### config.mk
export PLATFORM = sky130hd
export DESIGN_NAME = jtag_bit_shifter
export DESIGN_NICKNAME = d
export VERILOG_FILES = /design/src/rtl/jbs_pkg.sv /design/src/rtl/jbs_phase_timer.sv /design/src/rtl/jbs_shift_reg.sv /design/src/rtl/jtag_bit_shifter.sv
export SDC_FILE = /design/constraint.sdc
export NUM_CORES = 1
export LEC_CHECK = 0
export BUFFER_PORTS_ARGS = -buffer_cell sky130_fd_sc_hd__buf_2
export CORE_MARGIN = 1.5
export CORE_UTILIZATION = 55
export DETAILED_ROUTE_END_ITERATION = 10
export PLACE_DENSITY_LB_ADDON = 0.25
export SLEW_MARGIN = 30
export SYNTH_ARGS = -nofsm -noshare
export SYNTH_HDL_FRONTEND = slang
export SYNTH_SLANG_ARGS = --single-unit
export TNS_END_PERCENT = 50
### constraint.sdc
create_clock -name clk -period 2.5 [get_ports clk]
set_clock_uncertainty 0.1 [all_clocks]
set_input_delay 0.375 -clock clk [delete_from_list [all_inputs] [get_ports clk]]
set_output_delay 0.375 -clock clk [all_outputs]
set_load 0.02 [all_outputs]
### src/rtl/jbs_pkg.sv
package jbs_pkg;

  // Cycles with TCK low before the rising edge.
  function automatic int setup_len(input int p);
    return (p + 1) / 2;
  endfunction

  // Cycles with TCK high after the rising edge.
  function automatic int hold_len(input int p);
    return p / 2;
  endfunction

  // Mask with the n lowest bits set.
  function automatic logic [31:0] low_ones(input int n);
    logic [31:0] m;
    m = '0;
    for (int i = 0; i < 32; i++) begin
      if (i < n) m[i] = 1'b1;
    end
    return m;
  endfunction

  // Pin pair {tms, tdi} for one outgoing bit.
  function automatic logic [1:0] drive_pins(input logic bit_v, input logic tms_mode,
                                            input logic tms_lvl, input logic force_last,
                                            input logic is_last);
    logic [1:0] r;
    if (tms_mode) r = {bit_v, 1'b0};
    else          r = {(force_last && is_last) ? 1'b1 : tms_lvl, bit_v};
    return r;
  endfunction

endpackage

### src/rtl/jbs_phase_timer.sv
module jbs_phase_timer #(
  parameter int SETUP = 3,
  parameter int HOLD  = 2
) (
  input  logic clk,
  input  logic rst_n,
  input  logic restart,
  input  logic run,
  output logic tck,
  output logic sample_ev,
  output logic bit_end
);
  localparam int PERIOD = SETUP + HOLD;
  localparam int CW     = $clog2(PERIOD + 1);
  localparam logic [CW-1:0] S_C    = CW'(SETUP);
  localparam logic [CW-1:0] LAST_C = CW'(PERIOD - 1);

  logic [CW-1:0] cnt_q, cnt_nx;

  assign cnt_nx    = (cnt_q == LAST_C) ? '0 : cnt_q + 1'b1;
  assign sample_ev = run && (cnt_q == S_C);
  assign bit_end   = run && (cnt_q == LAST_C);

  always_ff @(posedge clk or negedge rst_n) begin
    if (!rst_n) begin
      cnt_q <= '0;
      tck   <= 1'b0;
    end else if (restart) begin
      cnt_q <= '0;
      tck   <= 1'b0;
    end else if (run) begin
      cnt_q <= cnt_nx;
      tck   <= (cnt_nx >= S_C);
    end
  end

  // the phase counter never passes the end of a bit period
  p_cnt_bound_r5: assert property (@(posedge clk) disable iff (!rst_n)
    cnt_q <= LAST_C);

  // TCK rises only on the edge that leaves the last setup cycle
  p_tck_rise_r5: assert property (@(posedge clk) disable iff (!rst_n)
    $rose(tck) |-> cnt_q == S_C);

endmodule

### src/rtl/jbs_shift_reg.sv
module jbs_shift_reg #(
  parameter int W = 8
) (
  input  logic         clk,
  input  logic         rst_n,
  input  logic         load,
  input  logic [W-1:0] load_val,
  input  logic         shift,
  input  logic         din,
  output logic         msb,
  output logic [W-1:0] next_shifted
);
  logic [W-1:0] sr_q;

  assign msb          = sr_q[W-1];
  assign next_shifted = {sr_q[W-2:0], din};

  always_ff @(posedge clk or negedge rst_n) begin
    if (!rst_n)     sr_q <= '0;
    else if (load)  sr_q <= load_val;
    else if (shift) sr_q <= next_shifted;
  end
endmodule

### src/rtl/jtag_bit_shifter.sv
module jtag_bit_shifter #(
  parameter int DATA_W   = 8,
  parameter int PRESCALE = 5
) (
  input  logic                        clk,
  input  logic                        rst_n,
  input  logic                        start_i,
  input  logic [DATA_W-1:0]           data_i,
  input  logic [$clog2(DATA_W)-1:0]   nbits_m1_i,
  input  logic                        tms_mode_i,
  input  logic                        tms_level_i,
  input  logic                        tms_last_i,
  input  logic                        tdo_i,
  output logic                        tck_o,
  output logic                        tdi_o,
  output logic                        tms_o,
  output logic                        done_o,
  output logic [DATA_W-1:0]           result_o
);
  import jbs_pkg::*;

  localparam int SETUP = setup_len(PRESCALE) < 1 ? 1 : setup_len(PRESCALE);
  localparam int HOLD  = hold_len(PRESCALE)  < 1 ? 1 : hold_len(PRESCALE);
  localparam int NW    = $clog2(DATA_W);
  localparam int BW    = NW + 1;

  logic          busy_q, mode_q, lvl_q, force_q, samp_q;
  logic [BW-1:0] left_q, nbits_q;
  logic          accept, sample_ev, bit_end, cap_bit, sr_msb, final_bit;
  logic [DATA_W-1:0] shifted;
  logic [1:0]    pins_first, pins_next;
  logic [BW-1:0] n_req;

  assign accept    = start_i && !busy_q;
  assign n_req     = BW'(nbits_m1_i) + 1'b1;
  assign cap_bit   = sample_ev ? tdo_i : samp_q;
  assign final_bit = bit_end && (left_q == BW'(1));

  assign pins_first = drive_pins(data_i[DATA_W-1], tms_mode_i, tms_level_i,
                                 tms_last_i, nbits_m1_i == '0);
  assign pins_next  = drive_pins(sr_msb, mode_q, lvl_q, force_q,
                                 left_q == BW'(2));

  jbs_phase_timer #(.SETUP(SETUP), .HOLD(HOLD)) u_timer (
    .clk       (clk),
    .rst_n     (rst_n),
    .restart   (accept),
    .run       (busy_q),
    .tck       (tck_o),
    .sample_ev (sample_ev),
    .bit_end   (bit_end)
  );

  jbs_shift_reg #(.W(DATA_W)) u_sr (
    .clk          (clk),
    .rst_n        (rst_n),
    .load         (accept),
    .load_val     ({data_i[DATA_W-2:0], 1'b0}),
    .shift        (bit_end),
    .din          (cap_bit),
    .msb          (sr_msb),
    .next_shifted (shifted)
  );

  always_ff @(posedge clk or negedge rst_n) begin
    if (!rst_n) begin
      busy_q   <= 1'b0;
      mode_q   <= 1'b0;
      lvl_q    <= 1'b0;
      force_q  <= 1'b0;
      samp_q   <= 1'b0;
      left_q   <= '0;
      nbits_q  <= '0;
      tdi_o    <= 1'b0;
      tms_o    <= 1'b0;
      done_o   <= 1'b0;
      result_o <= '0;
    end else begin
      done_o <= 1'b0;
      if (sample_ev) samp_q <= tdo_i;
      if (accept) begin
        busy_q  <= 1'b1;
        mode_q  <= tms_mode_i;
        lvl_q   <= tms_level_i;
        force_q <= tms_last_i;
        left_q  <= n_req;
        nbits_q <= n_req;
        {tms_o, tdi_o} <= pins_first;
      end else if (final_bit) begin
        busy_q   <= 1'b0;
        done_o   <= 1'b1;
        result_o <= shifted & DATA_W'(low_ones(int'(nbits_q)));
      end else if (bit_end) begin
        left_q <= left_q - 1'b1;
        {tms_o, tdi_o} <= pins_next;
      end
    end
  end

  // completion is a single-cycle pulse
  p_done_pulse_r8: assert property (@(posedge clk) disable iff (!rst_n)
    done_o |=> !done_o);

  // TCK is back low when done is reported
  p_done_tck_low_r8: assert property (@(posedge clk) disable iff (!rst_n)
    done_o |-> !tck_o);

  // data pins are frozen while TCK is high
  p_pins_stable_r6: assert property (@(posedge clk) disable iff (!rst_n)
    tck_o |-> ($stable(tdi_o) && $stable(tms_o)));

  // TDI is parked at 0 throughout a TMS-mode shift
  p_tms_mode_tdi_r3: assert property (@(posedge clk) disable iff (!rst_n)
    (busy_q && mode_q) |-> !tdi_o);

  // a start during a shift does not reload the latched mode or count
  p_start_ignored_r9: assert property (@(posedge clk) disable iff (!rst_n)
    (busy_q && start_i) |=> ($stable(mode_q) && $stable(nbits_q)));

endmodule

Yosys cells after proc, flatten, opt, wreduce, memory -nomap -nowiden
Index checks and enable logic that the tools add are counted.
- bits in registers: 36
- bits of input ports: 18
- logic and storage cells: 95
- add/sub/neg operators: 3
- magnitude comparators: 9
- equal/unequal tests: 5
- mux-type cells: 49
- bitwise operators: 2
- reductions and logical operators: 13
- operators with widths (operator ; count):
    1-bit 2-to-1 mux ; 39
    3-bit by 4-bit less-than comparator with 1-bit output (first input constant) ; 4
    8-bit 2-to-1 mux ; 2
    4-bit 2-to-1 mux ; 3
    3-bit 2-to-1 mux ; 3
    8-bit bitwise AND ; 1
    1-bit by 4-bit less-than comparator with 1-bit output (first input constant) ; 2
    2-bit by 4-bit less-than comparator with 1-bit output (first input constant) ; 2
    1-bit logical AND ; 6
    2-bit nonzero test ; 3
    3-bit by 1-bit adder with 4-bit output (second input constant) ; 1
    4-bit by 1-bit == test with 1-bit output (second input constant) ; 1
    4-bit by 2-bit == test with 1-bit output (second input constant) ; 1
    2-bit 2-to-1 mux ; 2
    2-bit AND reduction ; 2
    4-bit by 1-bit subtractor with 4-bit output (second input constant) ; 1
    3-bit by 1-bit adder with 3-bit output (second input constant) ; 1
    3-bit by 2-bit == test with 1-bit output (second input constant) ; 1
    3-bit == test (second input constant) ; 1
    3-bit by 2-bit >= comparator with 1-bit output (second input constant) ; 1
    3-bit zero test ; 1
    2-bit inequality test (second input constant) ; 1
    1-bit zero test ; 1
    1-bit NOT ; 1

Logic depth before layout (Yosys ltp)
Gate-level depths: netlist of the first run.
- word-level depth: 7
- gate-level depth with buffers: 7
- mapped depth without buffers: 7

Cells and area by module
Synthesis of the first run repeated with hierarchy kept, for this count alone.
- cell total of the unflattened synthesis: 188
- area total of the unflattened synthesis: 1936.9 um2
- modules (own cells, without submodules) (module ; instances ; cells each ; area each (um2) ; seq. area each (um2)):
    jtag_bit_shifter ; 1 ; 124 ; 1293.7 ; 600.6
    jbs_shift_reg ; 1 ; 35 ; 380.4 ; 200.2
    jbs_phase_timer ; 1 ; 29 ; 262.8 ; 100.1

Worst setup path after synthesis of the first run
No wires, ideal clock.
- path kind: register -> register
- from: register u_timer.cnt_q[0]
- to: register left_q[1]
- data arrival time: 1.549 ns
- required time: 2.275 ns
- path slack: 0.727 ns
- cell stages (with the launch flop): 8
- path buffers: 0
- period minus slack after synthesis: 1.773 ns
- cell sequence: dfrtp_1 > inv_1 > ha_1 > and3_2 > nand3_4 > clkinv_2 > nor2_2 > mux2_2
- word-level cells in the longest chain between the ends: 5
- elaborated cells on any way between the ends: 6
- classes of those cells: 2 x eq/ne; 4 x reduce/logical
- ends and longest elaborated chain (element ; line ; RTL):
    start: declaration ; jbs_phase_timer.sv:18 ; logic [CW-1:0] cnt_q, cnt_nx;
    start signal: assignment ; jbs_phase_timer.sv:32 ; cnt_q <= cnt_nx;
    3-bit == test (*) ; jbs_phase_timer.sv:22 ; assign bit_end = run && (cnt_q == LAST_C);
    1-bit logical AND (*) ; jbs_phase_timer.sv:22 ;
    1-bit logical AND ; jtag_bit_shifter.sv:37 ; assign final_bit = bit_end && (left_q == BW'(1));
    2-bit inequality test (no source line) ; n/a ;
    2-bit AND reduction (no source line) (*) ; n/a ;
    end signal: assignment ; jtag_bit_shifter.sv:86 ; left_q <= n_req;
    end signal: assignment ; jtag_bit_shifter.sv:94 ; left_q <= left_q - 1'b1;
    end: declaration ; jtag_bit_shifter.sv:28 ; logic [BW-1:0] left_q, nbits_q;
Mark *: on every way between the ends. The rest lies on a longest branch, timed or not.
A chain may end at the register's enable or synchronous reset.

Worst setup path in the final report of the first run
Same ends and word-level chain as after synthesis.

==> metrics.txt, run 1 <==
status finished with violations; failing checks hold timing; power density over the cells 1160 nW/um^2; vias post-DR 1384; max_slew headroom 49.0%; Arr. time, crit path 2.28 ns; Sum Neg Setup Slack 0 ns; Main synth FF type dfrtp_1; Peak VDD IR 0.725 mV; wire per inst 13.9 um; Pre-Repair DR Iteration Count 4; Die Ht 59.3 um; drt via density 5.45; Max stage delay cell, worst path dfrtp_1; worst-skew pair later-pin latency 0.34 ns; clk sink count 36; CTS tree done; Seq cells post-synth 36; Max-Cap Viols 0; H-tree depth 2; # resized after CTS 0; CORE AREA 3030 um^2; cell area after synthesis 1740 um^2; post-route clock period utilization 85.7%; GR Util All Layers 23.6%; register area 901 um^2; CTS buffer count 5; Yosys cell types 41; critical path launch point type flip-flop; dpl cells 246; most common cell after layout, fill and taps aside nand2_1; Setup WS pre-CTS 0.382 ns; global route total overflow 0; Area growth syn-to-layout 14.7%; synthesized instance count 180; first-pass GRT wire length 6.06 mm; worst hold slack -0.00714 ns; Ports 30; CP required 2.63 ns; worst path bufs/invs 2; initial drt markers 40; minimum clock period 2.14 ns; Die ar. 3510 um^2; Clock transition at path regs 0.11 ns; die width 59.3 um; largest net degree at the start of global routing 37; Port-buffer cells 29; critical path capture point type flip-flop; EDFF count, synth 0; Root Buffer clkbuf_4; share of cells above drive strength 1 22.9%; r2r setup slk 0.36 ns; RSZ-0062 raised after global routing no; crit-path max FO 16; worst slew pin tran 0.765 ns; asr flop ratio synth 100%; fmax 0.467 GHz; Synth area leader dfrtp_1; DRT Wirelength 3.52 mm; Avg Cell Area, Syn 9.68 um^2; area occupied by multi-input gates 752 um^2; post-route ant nets 0; warnings from Yosys 0; cell row count 20; DR DRC count 0; RePlAce Congestion 0.853; Setup Fix Bufs, Post-CTS 0; Leakage 1.04 nW; hold_buf cts 0; Cell Count, Final, Fillers Out 254; Final Util 66.0%; Ant. Diodes 0; number of nets in the layout 235; critical path class reg2reg; post-route worst setup slack 0.357 ns; Clock Path Buffers 2; crit-path max cell delay 0.41 ns; cells along the critical path inv_1 -> ha_1 -> and3_2 -> nand3_4 -> clkinv_2 -> nor2_2 -> mux2_2; Max Transition Viols Final 0; most frequent cells in the layout nand2_1, dfrtp_1, buf_2; Final Power 2.31 mW; fill count 254; top post-synthesis cells by area dfrtp_1, nand2_1, ha_1, o21ai_0, inv_1; family with the most delay on the worst path simple AND/OR/NAND/NOR gates; sequential area share after synthesis 51.7%; Min-Delay Path Class in2async; Mapped Nets 206; Yosys top cell area share 51.7%; dpl hpwl 2.59 mm; Final Setup Violations 0; Fin. Hold Viols 18; Initial Utilization 57.5%; vias in the first global route 1399; initial antenna violation count 0
==> path summary, 6_finish.rpt <==
check / start / to / cells past startpoint
setup / recovery: u_timer.cnt_q[0]$_DFFE_PN0P_ / left_q[1]$_DFFE_PN0P_ / 7
hold / removal: rst_n / result_o[7]$_DFFE_PN0P_ / 1
setup reg to reg: u_timer.cnt_q[0]$_DFFE_PN0P_ / left_q[1]$_DFFE_PN0P_ / 7
hold reg to reg: result_o[2]$_DFFE_PN0P_ / result_o[2]$_DFFE_PN0P_ / 2
max in group asynchronous: rst_n / left_q[0]$_DFFE_PN0P_ / 1
min in group clk: tms_level_i / lvl_q$_DFFE_PN0P_ / 3
==> worst reg2reg max path, delay by kind of cell (launching register included) <==
family | cells | cell delay [ns]
adders and majority gates | 1 | 0.23
muxes | 1 | 0.35
DFF | 1 | 0.41
and+or+nand+nor | 3 | 0.70
buffers and inverters | 2 | 0.24
==> cells by family after synthesis <==
kind of cell	synth area share [%]
compound gates	16.8
mux	1.87
fa+ha+maj	5.75
flops	51.7
xor+xnor	0.503
buf+inv	5.10
simple gates	18.2
==> flip-flops by register name, indices dropped and copies added, names as in the netlist, 3 cells and up <==
| register | cells |
|---|---|
| left_q | 4 |
| u_timer.cnt_q | 3 |
| u_sr.sr_q | 8 |
| nbits_q | 4 |
| result_o | 8 |
==> per-stage QoR <==
stage | instance area [um^2] | hold slack [ns]
floorplan | 1740 | -0.0206
global placement | 1900 | 0.348
detailed placement | 1900 | 0.351
CTS | 2000 | 0.0147
global route | 2000 | 0.0442
finish | 2000 | -0.00714
==> cell usage after synthesis (3+ instances only) <==
master and number:
inv_1 12, nor2_1 11, buf_2 4, o21ai_0 15, nand2_1 44, nand3_1 3
ha_1 8, a31oi_1 5, dfrtp_1 36, a22oi_1 4
==> where the power goes <==
part	switching (mW)	internal, mW
clock	0.188	0.265
sequential	0.214	0.827
combinational	0.468	0.345
==> per-layer routing <==
layer	track usage, %	routed length [um]
met5	0	0
met4	12.3	92
met3	7.21	166
met2	37.7	1680
met1	28.8	1580
==> cell type report <==
cell class / instances / share of cell area, %
Sequential cell: 36 / 45.1
Multi-Input combinational cell: 124 / 37.6
Timing Repair Buffer: 29 / 7.26
Clock buffer: 7 / 3.26
Tap cell: 44 / 2.76
Inverter: 13 / 2.50
Clock inverter: 1 / 1.50
No activity file was read; power rests on OpenSTA's default activity.
==> run 2, diff against run 1 <==
--- a/config.mk
+++ b/config.mk
@@ -7,7 +7,7 @@
 export LEC_CHECK = 0
 export BUFFER_PORTS_ARGS = -buffer_cell sky130_fd_sc_hd__buf_2
 export CORE_MARGIN = 1.5
-export CORE_UTILIZATION = 55
+export CORE_UTILIZATION = 50
 export DETAILED_ROUTE_END_ITERATION = 10
 export PLACE_DENSITY_LB_ADDON = 0.25
 export SLEW_MARGIN = 30
==> metrics.txt, run 2 (synthesized netlist as in run 1, its figures left out) <==
power density over the cells 1110 nW/um^2 (-4.2%); Cell Count, Final, Fillers Out 256 (+0.79%); critical path launch point type flip-flop; most frequent cells in the layout nand2_1, dfrtp_1, buf_2; Ant. Diodes 0 (unchanged); status finished, final reports clean; CTS buffer count 5 (unchanged); Min-Delay Path Class in2async; initial antenna violation count 0 (unchanged); Post-Layout Inst Area 1970 um^2 (-1.6%); Die ar. 3850 um^2 (+9.5%); initial drt markers 61 (+53%); DR DRC count 0 (unchanged); fmax 0.468 GHz (+0.36%); Area growth syn-to-layout 12.9%; dpl hpwl 2.67 mm (+3.1%); Max-Cap Viols 0 (unchanged); Max Transition Viols Final 0 (unchanged); wl on met1 1.63 mm (+3.1%); cell row count 21 (+5.0%); # resized after CTS 0 (unchanged); WL met3 204 um (+23%); most common cell after layout, fill and taps aside nand2_1; Initial Utilization 52.2% (-5.3 points); crit-path max FO 16 (unchanged); worst-skew pair later-pin latency 0.34 ns (about the same); Sum Neg Setup Slack 0 ns (unchanged); post-route worst setup slack 0.365 ns (+0.00769 ns); GR Util All Layers 21.1% (-2.6 points); RePlAce Congestion 0.792 (-7.1%); Top Layer Used met4; share of cells above drive strength 1 22.9% (unchanged); dpl cells 248 (+0.81%); vias in the first global route 1188 (-15%); first-pass GRT wire length 5.72 mm (-5.6%); post-route ant nets 0 (unchanged); die width 62.0 um (+4.6%); H-tree depth 2 (unchanged); Leakage 1.02 nW (-1.3%); post-route clock period utilization 85.4% (-0.31 points); Ports 30 (unchanged); number of nets in the layout 235 (unchanged); Clock transition at path regs 0.11 ns (about the same); worst hold slack 0.00394 ns (+0.0111 ns); Pre-Repair DR Iteration Count 4 (unchanged); Fin. Hold Viols 0 (-18); Setup Fix Bufs, Post-CTS 0 (unchanged); Final Power 2.18 mW (-5.7%); DRT Wirelength 3.67 mm (+4.0%); drt via density 5.37 (-1.4%); Placed Area 1910 um^2 (+0.13%); Port-buffer cells 29 (unchanged); Root Buffer clkbuf_4; critical path capture point type flip-flop; largest registers result_o (8), u_sr.sr_q (8); critical path class reg2reg; Clock Path Buffers 2 (unchanged); RSZ-0062 raised after global routing no; Arr. time, crit path 2.27 ns (about the same); Final Util 58.9% (-7.0 points); Die Ht 62.0 um (+4.6%); Setup WS pre-CTS 0.379 ns (-0.00284 ns); met2 wire length 1.78 mm (+5.4%); worst slew pin tran 0.792 ns (+0.0269 ns); global route total overflow 0 (unchanged); wire per inst 14.3 um (+3.2%); Peak VDD IR 0.517 mV (-29%); clk sink count 36 (unchanged); max_slew headroom 47.2% (-1.8 points); vias post-DR 1375 (-0.65%); CP required 2.63 ns (about the same); CTS tree done; hold_buf cts 0 (unchanged); largest net degree at the start of global routing 37 (unchanged); minimum clock period 2.14 ns (-0.00769 ns); Final Setup Violations 0 (unchanged); CORE AREA 3340 um^2 (+10%)
==> run 2: changes by cell type in the layout (fill, tap and decap cells not counted), sizes merged <==
cell	before	now
clkbuf	7	6
bufinv	1	0
clkinv	1	3
==> run 2: metal layers <==
| layer | vias up | GRT usage [%] |
|---|---|---|
| met5 | - | 0 |
| met4 | 0 | 7.29 |
| met3 | 7 | 7.04 |
| met2 | 39 | 31.8 |
| met1 | 648 | 28.5 |
| li1 | 681 | - |
==> run 2: area by class of cell <==
class                   instances  area [um^2]
clock buffers                   6         51.3
inverters                      13         50.0
multi-input cells             124          752
flip-flops and latches         36          901
well taps                      46         57.6
repair buffers                 29          145
clock inverters                 2         10.0
fillers                       311         1370
==> run 2: critical path: stages (launching register included) <==
cell      delay (ns)
dfrtp_1         0.40
inv_1           0.07
ha_1            0.24
and3_2          0.31
nand3_4         0.21
clkinv_2        0.16
nor2_2          0.20
mux2_2          0.35
==> run 2: power by group <==
part	internal, mW	switching, mW	total, mW
clock	0.134	0.189	0.322
combinational	0.343	0.464	0.807
sequential	0.827	0.219	1.05
total	1.30	0.872	2.18
==> run 2: worst paths after layout <==
kind | slack (ns) | endpoint | cells after the start | startpoint
worst min-delay path | 0.004 | result_o[2]$_DFFE_PN0P_ | 1 | rst_n
min in group clk | 0.15 | u_sr.sr_q[7]$_DFFE_PN0P_ | 3 | data_i[6]
worst max-delay path | 0.36 | left_q[1]$_DFFE_PN0P_ | 7 | u_timer.cnt_q[0]$_DFFE_PN0P_
worst min register to register | 0.38 | result_o[1]$_DFFE_PN0P_ | 2 | result_o[1]$_DFFE_PN0P_
max in group asynchronous | 1.79 | mode_q$_DFFE_PN0P_ | 1 | rst_n
worst max register to register | 0.36 | left_q[1]$_DFFE_PN0P_ | 7 | u_timer.cnt_q[0]$_DFFE_PN0P_
==> run 3, diff against run 2 <==
--- a/config.mk
+++ b/config.mk
@@ -7,7 +7,7 @@
 export LEC_CHECK = 0
 export BUFFER_PORTS_ARGS = -buffer_cell sky130_fd_sc_hd__buf_2
 export CORE_MARGIN = 1.5
-export CORE_UTILIZATION = 50
+export CORE_UTILIZATION = 49
 export DETAILED_ROUTE_END_ITERATION = 10
 export PLACE_DENSITY_LB_ADDON = 0.25
 export SLEW_MARGIN = 30
==> constraint.sdc (replaced) <==
create_clock -name clk -period 1.7 [get_ports clk]
set_clock_uncertainty 0.1 [all_clocks]
set_input_delay 0.255 -clock clk [delete_from_list [all_inputs] [get_ports clk]]
set_output_delay 0.255 -clock clk [all_outputs]
set_load 0.02 [all_outputs]
==> metrics.txt, run 3 (synthesized netlist as in run 1, its figures left out) <==
initial drt markers 67 (+9.8%); vias in the first global route 1372 (+15%); Final Setup Violations 0 (unchanged); first-pass GRT wire length 6.33 mm (+11%); GR Util All Layers 21.0% (-0.086 points); die width 62.6 um (+0.97%); Die ar. 3920 um^2 (+1.9%); critical path launch point type flip-flop; R2R cell count 6 (-1); Ports 30 (unchanged); cell row count 21 (unchanged); CTS buffer count 5 (unchanged); busiest grt layer met2; fmax 0.603 GHz (+29%); Final Util 62.4% (+3.4 points); clk sink count 36 (unchanged); Die Ht 62.6 um (+0.97%); post-route clock period utilization 97.6% (+12 points); post-route ant nets 0 (unchanged); met2 Use GR 33.2% (+1.4 points); Clock transition at path regs 0.11 ns (about the same); wire per inst 13.8 um (-3.9%); met3 Usage GRT 6.49% (-0.55 points); number of nets in the layout 248 (+5.5%); max_slew headroom 70.6% (+23 points); Min-Delay Path Class in2reg; Initial Utilization 51.8% (-0.41 points); critical path capture point type flip-flop; Placed Area 2000 um^2 (+5.0%); H-tree depth 2 (unchanged); dpl cells 259 (+4.4%); Ant. Diodes 0 (unchanged); dpl hpwl 2.71 mm (+1.5%); worst-skew pair later-pin latency 0.35 ns (about the same); crit-path max FO 3 (-13); Final Power 3.46 mW (+59%); fill count 322 (+3.5%); Clock Path Buffers 2 (unchanged); global route total overflow 0 (unchanged); Post-Layout Inst Area 2100 um^2 (+6.6%); power density over the cells 1650 nW/um^2 (+49%); largest registers result_o (8), u_sr.sr_q (8); DR DRC count 0 (unchanged); Port-buffer cells 29 (unchanged); Peak VDD IR 0.809 mV (+57%); Root Buffer clkbuf_4; initial antenna violation count 0 (unchanged); share of cells above drive strength 1 27.4% (+4.5 points); Leakage 1.09 nW (+5.9%); drt via density 5.32 (-0.96%); Area growth syn-to-layout 20.4%; hold path cells 3; most frequent cells in the layout nand2_1, dfrtp_1, buf_2; CORE AREA 3360 um^2 (+0.79%); Max-Cap Viols 0 (unchanged); DRT Wirelength 3.70 mm (+0.95%); Pre-Repair DR Iteration Count 4 (unchanged); most common cell after layout, fill and taps aside nand2_1; RePlAce Congestion 0.809 (+2.1%); Fin. Hold Viols 0 (unchanged); vias post-DR 1431 (+4.1%); Arr. time, crit path 1.86 ns (-0.41 ns); RSZ-0062 raised after global routing yes; Max Transition Viols Final 0 (unchanged); CTS tree done; worst slew pin tran 0.442 ns (-0.350 ns); Cell Count, Final, Fillers Out 269 (+5.1%); critical path class reg2reg; GRT met1 Usage 26.7% (-1.8 points); CP required 1.90 ns (-0.73 ns); status finished, final reports clean; minimum clock period 1.66 ns (-0.477 ns); largest net degree at the start of global routing 37 (unchanged)
## run 3: worst max-delay path, stage by stage, from the launching register on
cell     delay, ns
dfrtp_1       0.40
inv_1         0.06
ha_2          0.19
nand3_2       0.09
or4_4         0.44
o31ai_2       0.19
a32o_2        0.14
## run 3: path summary, 6_finish.rpt
kind                                               from                       to  slack [ns]
min in group asynchronous                         rst_n  result_o[1]$_DFFE_PN0P_        0.36
hold reg to reg                 result_o[7]$_DFFE_PN0P_  result_o[7]$_DFFE_PN0P_        0.37
max in group asynchronous                         rst_n        lvl_q$_DFFE_PN0P_        0.83
setup reg to reg           u_timer.cnt_q[1]$_DFFE_PN0P_    left_q[3]$_DFFE_PN0P_        0.04
setup / recovery           u_timer.cnt_q[1]$_DFFE_PN0P_    left_q[3]$_DFFE_PN0P_        0.04
hold / removal                               tms_last_i      force_q$_DFFE_PN0P_        0.01
## run 3: cell type report
cell class / count / area [um^2] / area share (%)
Clock buffer: 6 / 41.3 / 1.97
Clock inverter: 2 / 35.0 / 1.67
Inverter: 13 / 53.8 / 2.57
Multi-Input combinational cell: 124 / 763 / 36.4
Sequential cell: 36 / 901 / 43.0
Tap cell: 46 / 57.6 / 2.74
Timing Repair Buffer: 42 / 245 / 11.7
## run 3: stage by stage
| stage | hold WS [ns] | TNS (ns) | worst slack [ns] |
|---|---|---|---|
| after floorplan | -0.141 | 0 | 0.0198 |
| after global placement | 0.210 | 0 | 0.0735 |
| after detailed placement | 0.218 | 0 | 0.0199 |
| after CTS | 0.00821 | 0 | 0.00424 |
| after global routing | 0.00648 | -0.000471 | -0.000471 |
| final | 0.0143 | 0 | 0.0410 |
## run 3: what timing repair did
action	in CTS	in global routing
buffers inserted	0	1
hold buffers	1	0
endpoints found under the hold margin	36	0
resized for setup	0	2
setup endpoints to repair	0	7
## run 3: where the power goes
group	internal, mW	leakage [nW]	total (mW)	switching, mW
combinational	0.599	0.592	1.33	0.730
sequential	1.22	0.451	1.53	0.314
clock	0.308	0.0422	0.596	0.288
total	2.12	1.09	3.46	1.33
## run 3: routing by layer
layer / wire length (um) / share of wire [%]
met5: 0 / 0
met3: 157 / 4.2
met4: 78 / 2.1
met1: 1670 / 45
met2: 1790 / 48
